--- config.mk ---
export PLATFORM = sky130hd
export DESIGN_NAME = burst_rd_frontend
export DESIGN_NICKNAME = d
export VERILOG_FILES = /design/src/rtl/brf_pkg.sv /design/src/rtl/brf_array.sv /design/src/rtl/brf_cfg.sv /design/src/rtl/brf_burst.sv /design/src/rtl/brf_async.sv /design/src/rtl/burst_rd_frontend.sv
export SDC_FILE = /design/constraint.sdc
export NUM_CORES = 1
export LEC_CHECK = 0
export BUFFER_PORTS_ARGS = -buffer_cell sky130_fd_sc_hd__buf_2
export CAP_MARGIN = 20
export CORE_ASPECT_RATIO = 0.75
export CORE_UTILIZATION = 54
export DETAILED_ROUTE_END_ITERATION = 16
export HOLD_SLACK_MARGIN = 0.03
export PLACE_DENSITY = 0.8
export SLEW_MARGIN = 20
export SYNTH_ARGS = -nofsm -noshare
export SYNTH_HDL_FRONTEND = slang
export SYNTH_HIERARCHICAL = 1
export SYNTH_SLANG_ARGS = --single-unit
--- constraint.sdc ---
create_clock -name clk -period 2.05 [get_ports clk]
set_input_delay 0.41 -clock clk [delete_from_list [all_inputs] [get_ports clk]]
set_output_delay 0.41 -clock clk [all_outputs]
set_load 0.02 [all_outputs]
--- src/rtl/brf_pkg.sv ---
package brf_pkg;

    localparam int CFG_W        = 16;
    localparam int DATA_W       = 16;
    localparam int MODE_BIT     = 15;
    localparam int EARLY_BIT    = 10;
    localparam int WS_HI        = 13;
    localparam int WS_LO        = 11;
    localparam int LEN_HI       = 2;
    localparam int LEN_LO       = 0;
    localparam int GROUP_BITS   = 3;

    localparam logic [CFG_W-1:0] CFG_RESET = 16'h8000;
    localparam logic [2:0]       LEN_WRAP8 = 3'b010;

    typedef enum logic [1:0] {
        BS_IDLE,
        BS_WAIT,
        BS_DATA,
        BS_GAP
    } burst_st_e;

    typedef struct packed {
        logic       sync_mode;
        logic       rdy_early;
        logic       wrap8;
        logic [2:0] latency;
    } cfg_dec_t;

    function automatic logic [2:0] ws_to_latency(input logic [2:0] ws);
        return (ws > 3'd5) ? 3'd7 : ws + 3'd2;
    endfunction

    function automatic logic [DATA_W-1:0] array_word(input int unsigned a);
        logic [31:0] p;
        p = a * 32'd257;
        return p[DATA_W-1:0] ^ 16'hC3A5;
    endfunction

endpackage

--- src/rtl/brf_array.sv ---
module brf_array
    import brf_pkg::*;
#(
    parameter  int DEPTH = 64,
    localparam int AW    = $clog2(DEPTH)
) (
    input  logic [AW-1:0]     addr_a,
    input  logic [AW-1:0]     addr_b,
    output logic [DATA_W-1:0] word_a,
    output logic [DATA_W-1:0] word_b
);

    logic [DATA_W-1:0] rom [DEPTH];

    for (genvar g = 0; g < DEPTH; g++) begin : g_rom
        assign rom[g] = array_word(g);
    end

    assign word_a = rom[addr_a];
    assign word_b = rom[addr_b];

endmodule

--- src/rtl/brf_cfg.sv ---
module brf_cfg
    import brf_pkg::*;
(
    input  logic             clk,
    input  logic             rst,
    input  logic             we,
    input  logic [CFG_W-1:0] wdata,
    input  logic             lock,
    output logic [CFG_W-1:0] cfg_q,
    output cfg_dec_t         dec
);

    always_ff @(posedge clk) begin
        if (rst) begin
            cfg_q <= CFG_RESET;
        end else if (we && !lock) begin
            cfg_q <= wdata;
        end
    end

    always_comb begin
        dec.sync_mode = !cfg_q[MODE_BIT];
        dec.rdy_early = cfg_q[EARLY_BIT];
        dec.wrap8     = (cfg_q[LEN_HI:LEN_LO] == LEN_WRAP8);
        dec.latency   = ws_to_latency(cfg_q[WS_HI:WS_LO]);
    end

endmodule

--- src/rtl/brf_burst.sv ---
module brf_burst
    import brf_pkg::*;
#(
    parameter  int DEPTH = 64,
    localparam int AW    = $clog2(DEPTH)
) (
    input  logic          clk,
    input  logic          rst,
    input  logic          chip_sel,
    input  logic          strobe,
    input  logic [AW-1:0] addr,
    input  cfg_dec_t      dec,
    output logic          valid,
    output logic          valid_nxt,
    output logic          active,
    output logic [AW-1:0] cur_addr
);

    localparam logic [AW-1:0] TOP = AW'(DEPTH - 1);

    burst_st_e     st, st_n;
    logic [AW-1:0] addr_n;
    logic [2:0]    cnt, cnt_n;
    logic [AW-1:0] incr_addr;
    logic [AW-1:0] wrap_addr;

    assign incr_addr = cur_addr + AW'(1);

    if (AW > GROUP_BITS) begin : g_wrap_wide
        assign wrap_addr = {cur_addr[AW-1:GROUP_BITS],
                            cur_addr[GROUP_BITS-1:0] + GROUP_BITS'(1)};
    end else begin : g_wrap_narrow
        assign wrap_addr = incr_addr;
    end

    always_comb begin
        st_n   = st;
        addr_n = cur_addr;
        cnt_n  = cnt;
        if (!chip_sel) begin
            st_n = BS_IDLE;
        end else if (strobe && dec.sync_mode) begin
            st_n   = BS_WAIT;
            addr_n = addr;
            cnt_n  = dec.latency;
        end else begin
            unique case (st)
                BS_WAIT: begin
                    if (cnt == 3'd1) st_n = BS_DATA;
                    else             cnt_n = cnt - 3'd1;
                end
                BS_DATA: begin
                    if (dec.wrap8) begin
                        addr_n = wrap_addr;
                    end else if (cur_addr == TOP) begin
                        st_n   = BS_GAP;
                        addr_n = '0;
                    end else begin
                        addr_n = incr_addr;
                    end
                end
                BS_GAP:  st_n = BS_DATA;
                default: st_n = BS_IDLE;
            endcase
        end
    end

    always_ff @(posedge clk) begin
        if (rst) begin
            st       <= BS_IDLE;
            cur_addr <= '0;
            cnt      <= '0;
        end else begin
            st       <= st_n;
            cur_addr <= addr_n;
            cnt      <= cnt_n;
        end
    end

    assign valid     = (st == BS_DATA);
    assign valid_nxt = (st_n == BS_DATA);
    assign active    = (st != BS_IDLE);

endmodule

--- src/rtl/brf_async.sv ---
module brf_async #(
    parameter  int DEPTH  = 64,
    parameter  int CE_DLY = 3,
    parameter  int OE_DLY = 2,
    localparam int AW     = $clog2(DEPTH),
    localparam int MAXD   = (CE_DLY > OE_DLY) ? CE_DLY : OE_DLY,
    localparam int CW     = $clog2(MAXD + 1)
) (
    input  logic          clk,
    input  logic          rst,
    input  logic          chip_sel,
    input  logic          out_en,
    input  logic [AW-1:0] addr,
    output logic          ready
);

    logic [AW-1:0] last_addr;
    logic [CW-1:0] ce_cnt;
    logic [CW-1:0] oe_cnt;

    function automatic logic [CW-1:0] sat_inc(input logic [CW-1:0] v);
        return (v == CW'(MAXD)) ? v : v + CW'(1);
    endfunction

    always_ff @(posedge clk) begin
        if (rst) begin
            last_addr <= '0;
            ce_cnt    <= '0;
            oe_cnt    <= '0;
        end else begin
            last_addr <= addr;
            ce_cnt    <= (chip_sel && addr == last_addr) ? sat_inc(ce_cnt) : '0;
            oe_cnt    <= out_en ? sat_inc(oe_cnt) : '0;
        end
    end

    assign ready = (ce_cnt >= CW'(CE_DLY)) && (oe_cnt >= CW'(OE_DLY));

endmodule

--- src/rtl/burst_rd_frontend.sv ---
module burst_rd_frontend
    import brf_pkg::*;
#(
    parameter  int DEPTH  = 64,
    parameter  int CE_DLY = 3,
    parameter  int OE_DLY = 2,
    localparam int AW     = $clog2(DEPTH)
) (
    input  logic              clk,
    input  logic              rst,
    input  logic              chip_sel,
    input  logic              out_en,
    input  logic              addr_strobe,
    input  logic [AW-1:0]     addr,
    input  logic              cfg_we,
    input  logic [CFG_W-1:0]  cfg_wdata,
    output logic [CFG_W-1:0]  cfg_rdata,
    output logic [DATA_W-1:0] rdata,
    output logic              rdy
);

    cfg_dec_t          dec;
    logic              burst_valid;
    logic              burst_valid_nxt;
    logic              burst_active;
    logic [AW-1:0]     cur_addr;
    logic              async_ready;
    logic [DATA_W-1:0] word_async;
    logic [DATA_W-1:0] word_burst;
    logic              sync_mode;
    logic              wrap8;
    logic              rdy_early;
    logic              word_ok;

    assign sync_mode = dec.sync_mode;
    assign wrap8     = dec.wrap8;
    assign rdy_early = dec.rdy_early;

    brf_cfg u_cfg (
        .clk   (clk),
        .rst   (rst),
        .we    (cfg_we),
        .wdata (cfg_wdata),
        .lock  (burst_active),
        .cfg_q (cfg_rdata),
        .dec   (dec)
    );

    brf_burst #(.DEPTH(DEPTH)) u_burst (
        .clk       (clk),
        .rst       (rst),
        .chip_sel  (chip_sel),
        .strobe    (addr_strobe),
        .addr      (addr),
        .dec       (dec),
        .valid     (burst_valid),
        .valid_nxt (burst_valid_nxt),
        .active    (burst_active),
        .cur_addr  (cur_addr)
    );

    brf_async #(.DEPTH(DEPTH), .CE_DLY(CE_DLY), .OE_DLY(OE_DLY)) u_async (
        .clk      (clk),
        .rst      (rst),
        .chip_sel (chip_sel),
        .out_en   (out_en),
        .addr     (addr),
        .ready    (async_ready)
    );

    brf_array #(.DEPTH(DEPTH)) u_array (
        .addr_a (addr),
        .addr_b (cur_addr),
        .word_a (word_async),
        .word_b (word_burst)
    );

    always_comb begin
        if (sync_mode) begin
            word_ok = burst_valid;
            rdy     = chip_sel && (rdy_early ? burst_valid_nxt : burst_valid);
        end else begin
            word_ok = async_ready;
            rdy     = chip_sel && out_en && async_ready;
        end
        rdata = (chip_sel && out_en && word_ok)
              ? (sync_mode ? word_burst : word_async) : '0;
    end

endmodule

==> flow_metrics.py <==
metrics = {
    "run_status": {
        "status": "complete, but fails checks",
        "violations": "setup timing",
    },
    "critical_path": {
        "slowest_delay_ns": 0.34,
        "crit_path_end_kind": "primary output",
        "required_ns": 1.64,
        "crit_path_start_kind": "flop",
        "arrival_ns": 1.73,
        "path_cells": "nor3b_4 > o41ai_2 > a211oi_2 > mux2i_1 > a211oi_2 > buf_4",
        "crit_type": "reg -> out",
        "cp_slowest_cell": "dfxtp_2",
        "critPathLaunch": "u_cfg/cfg_q[2]",
        "reg2reg_depth": 6,
        "cp_common_cell": "a211oi_2",
        "path_max_fanout": 3,
        "r2r-start": "u_cfg/cfg_q[15]",
    },
    "min_path": {
        "hp-class": "in -> reg",
        "min_path_cells": 3,
        "worstHoldStart": "cfg_wdata[15]",
    },
    "detailed_routing": {
        "drt_iter0_drc": 176,
        "postRouteAntennaNets": 0,
        "wl_met2_mm": 2.68,
        "first_pass_iters": 4,
        "vias_per_cell": 5.37,
        "drcViolationCount": 0,
        "routedWlPerCell_um": 14.5,
        "met3WireLength_um": 415,
        "num_vias": 2163,
        "wl_met1_mm": 2.71,
        "top_layer": "met4",
        "drt-total-wl_mm": 5.86,
    },
    "floorplan": {
        "dieArea_um2": 5030,
        "coreArea_um2": 4520,
        "rows": 21,
        "die_h_um": 61.7,
        "die_w_um": 81.6,
        "floorplan.initialDensity": 0.568,
        "ios": 61,
    },
    "timing": {
        "finalSetupViolCount": 10,
        "fmax_mhz": 467,
        "final.setup.worst_slack_ns": -0.0932,
        "tightest_slew_ns": 0.685,
        "holdWs_ns": 0.374,
        "hold_viol": 0,
        "slew-limit-headroom": 0.544,
        "fin_crit_ns": 2.14,
        "rsz0062_at_grt": "true",
        "finalClockSkew_ns": 0.00535,
        "drv_slew": 0,
        "finalCritPeriodShare": 1.05,
    },
    "place": {
        "io_buffers": 59,
        "gp_congestion": 0.854,
        "dp.cells": 389,
        "dpl.hpwl_mm": 3.95,
        "preCtsSetupSlack_ns": 0.129,
    },
    "finish": {
        "nets": 379,
        "final_cell_mix": "53 x buf_2, 28 x dfxtp_1, 26 x buf_4",
        "diodes": 0,
        "drive_gt1_frac": 0.416,
        "layout_commonest_cell": "buf_2",
        "instances_no_fill": 403,
        "areaGrowthSynthToFinish_pct": 21.0,
    },
    "yosys": {
        "ys.flop_type": "dfxtp_1",
        "synth-seq-area-share": 0.289,
        "synth.ff_latch_count": 37,
        "synth_cell_types": 48,
        "async_flop_share": 0,
        "yosysWarningCount": 6,
        "netlist_area_um2": 2560,
        "syn_inst": 290,
        "synth-edff-count": 0,
        "postSynthAreaPerCell_um2": 8.84,
    },
    "job": {
        "maxCapViolCount": 0,
    },
    "clock_network": {
        "clk_pin_slew_ns": 0.08,
        "clock-sinks": 37,
        "cts_buffer_depth": 2,
        "hold_buffers": 0,
        "numCtsBuffers": 5,
        "root_buffer": "clkbuf_8",
        "cts_tree": "built",
        "cts_max_level": 2,
        "insertion_delay_ns": 0.29,
    },
    "pwr": {
        "power_switching_mw": 0.473,
        "p_leak_nw": 1.27,
        "ir_worst_vdd_v": 0.000402,
        "pwr-share-seq": 0.442,
        "p_sw_frac": 0.269,
        "p_per_area_nw_per_um2": 566,
        "p_int_mw": 1.28,
        "combPwrFrac": 0.175,
        "power_mw": 1.76,
        "power_frac_clock": 0.383,
    },
    "grt": {
        "grt.overflow.total": 0,
        "antenna_found_initial": 0,
        "track_usage": 0.245,
        "grt_max_degree": 52,
        "grt_pass1_wl_mm": 9.13,
        "grt_pass1_vias": 1933,
    },
}
==> area by class of cell <==
| cell class | instances | area, um^2 |
|---|---|---|
| clock inverter | 2 | 37.5 |
| fill | 344 | 1420 |
| timing repair buffer | 81 | 505 |
| tap | 57 | 71.3 |
| sequential | 37 | 752 |
| clock buffer | 6 | 82.6 |
| multi-input combinational | 206 | 1600 |
| inverter | 14 | 52.6 |
==> power by group through the flow <==
| stage | clock, mW | sequential [mW] | combinational [mW] |
|---|---|---|---|
| finish | 0.672 | 0.776 | 0.308 |
| global route | 0.708 | 0.780 | 0.335 |
| CTS | 0.683 | 0.773 | 0.299 |
| detailed placement | 0 | 0.789 | 0.292 |
| global placement | 0 | 0.788 | 0.287 |
| floorplan | 0 | 0.813 | 0.203 |
==> registers in the layout, summed over array words and instances (netlist names) <==
name and flops:
u_async/ce_cnt 2, u_async/last_addr 6, u_async/oe_cnt 2, u_burst/cnt 3, u_burst/cur_addr 6, u_burst/st 2
u_cfg/cfg_q 16
==> cell usage after synthesis, types with 3 or more instances <==
master	number	area [um^2]
mux2i_1	19	190
xnor2_1	6	52.6
buf_6	3	33.8
ha_1	6	75.1
nand3_1	5	25.0
dfxtp_1	37	741
nand2b_1	22	138
a31oi_1	4	25.0
buf_4	26	195
nor3_2	10	100
o21ai_0	4	20.0
clkbuf_1	6	22.5
nor3_1	10	50.1
buf_2	3	15.0
nor2_1	8	30.0
o21ai_2	10	87.6
a211oi_1	3	22.5
and2b_2	6	52.6
o21a_1	3	22.5
a21oi_1	10	50.1
nand2_1	12	45.0
nor4_1	4	25.0
inv_1	14	52.6
nand4bb_1	15	169
o21ai_1	9	45.0
xor2_1	3	26.3
nor2b_1	4	25.0
nor3b_1	3	22.5
==> worst paths after layout <==
kind                         end  slack [ns]
min              u_cfg/cfg_q[15]        0.37
min reg2reg       u_cfg/cfg_q[8]        0.46
max reg2reg  u_burst/cur_addr[5]        0.19
max                          rdy       -0.09
==> layer usage <==
| layer | vias up | global-route usage |
|---|---|---|
| li1 | 1096 | - |
| met1 | 999 | 0.333 |
| met2 | 61 | 0.393 |
| met3 | 7 | 0.0533 |
| met4 | 0 | 0.0702 |
| met5 | - | 0 |
==> metrics by stage <==
step / area (um^2) / utilization / TNS [ns]
finish: 3100 / 0.687 / -0.198
global route: 3100 / 0.687 / -1.57
CTS: 3030 / 0.671 / -1.15
detailed placement: 2820 / 0.623 / 0
global placement: 2820 / 0.623 / 0
floorplan: 2600 / - / 0
==> worst max-delay path, delay by kind of cell, from the launching register on <==
kind / cells / cell delay (ns)
and+or+nand+nor: 1 / 0.22
buffers and inverters: 1 / 0.18
muxes: 1 / 0.11
DFF: 1 / 0.34
AOI/OAI and AO/OA: 3 / 0.58
==> logic make-up after synthesis <==
kind of cell | Yosys count | synth area share
fa+ha+maj | 6 | 0.0293
flops | 37 | 0.289
xor+xnor | 9 | 0.0307
mux | 20 | 0.0829
simple gates | 111 | 0.300
other cells | 2 | 0.00293
compound gates | 52 | 0.136
buf+inv | 53 | 0.130
==> what timing repair did <==
| item | CTS | global route |
|---|---|---|
| pin swaps | 2 | 4 |
| endpoints found under the setup margin | 16 | 16 |
| gates cloned | 1 | 0 |
| setup buffers | 3 | 2 |
| hold endpoints to repair | 0 | 0 |
| resized for setup | 15 | 18 |
(Power assumes the default switching activity.)
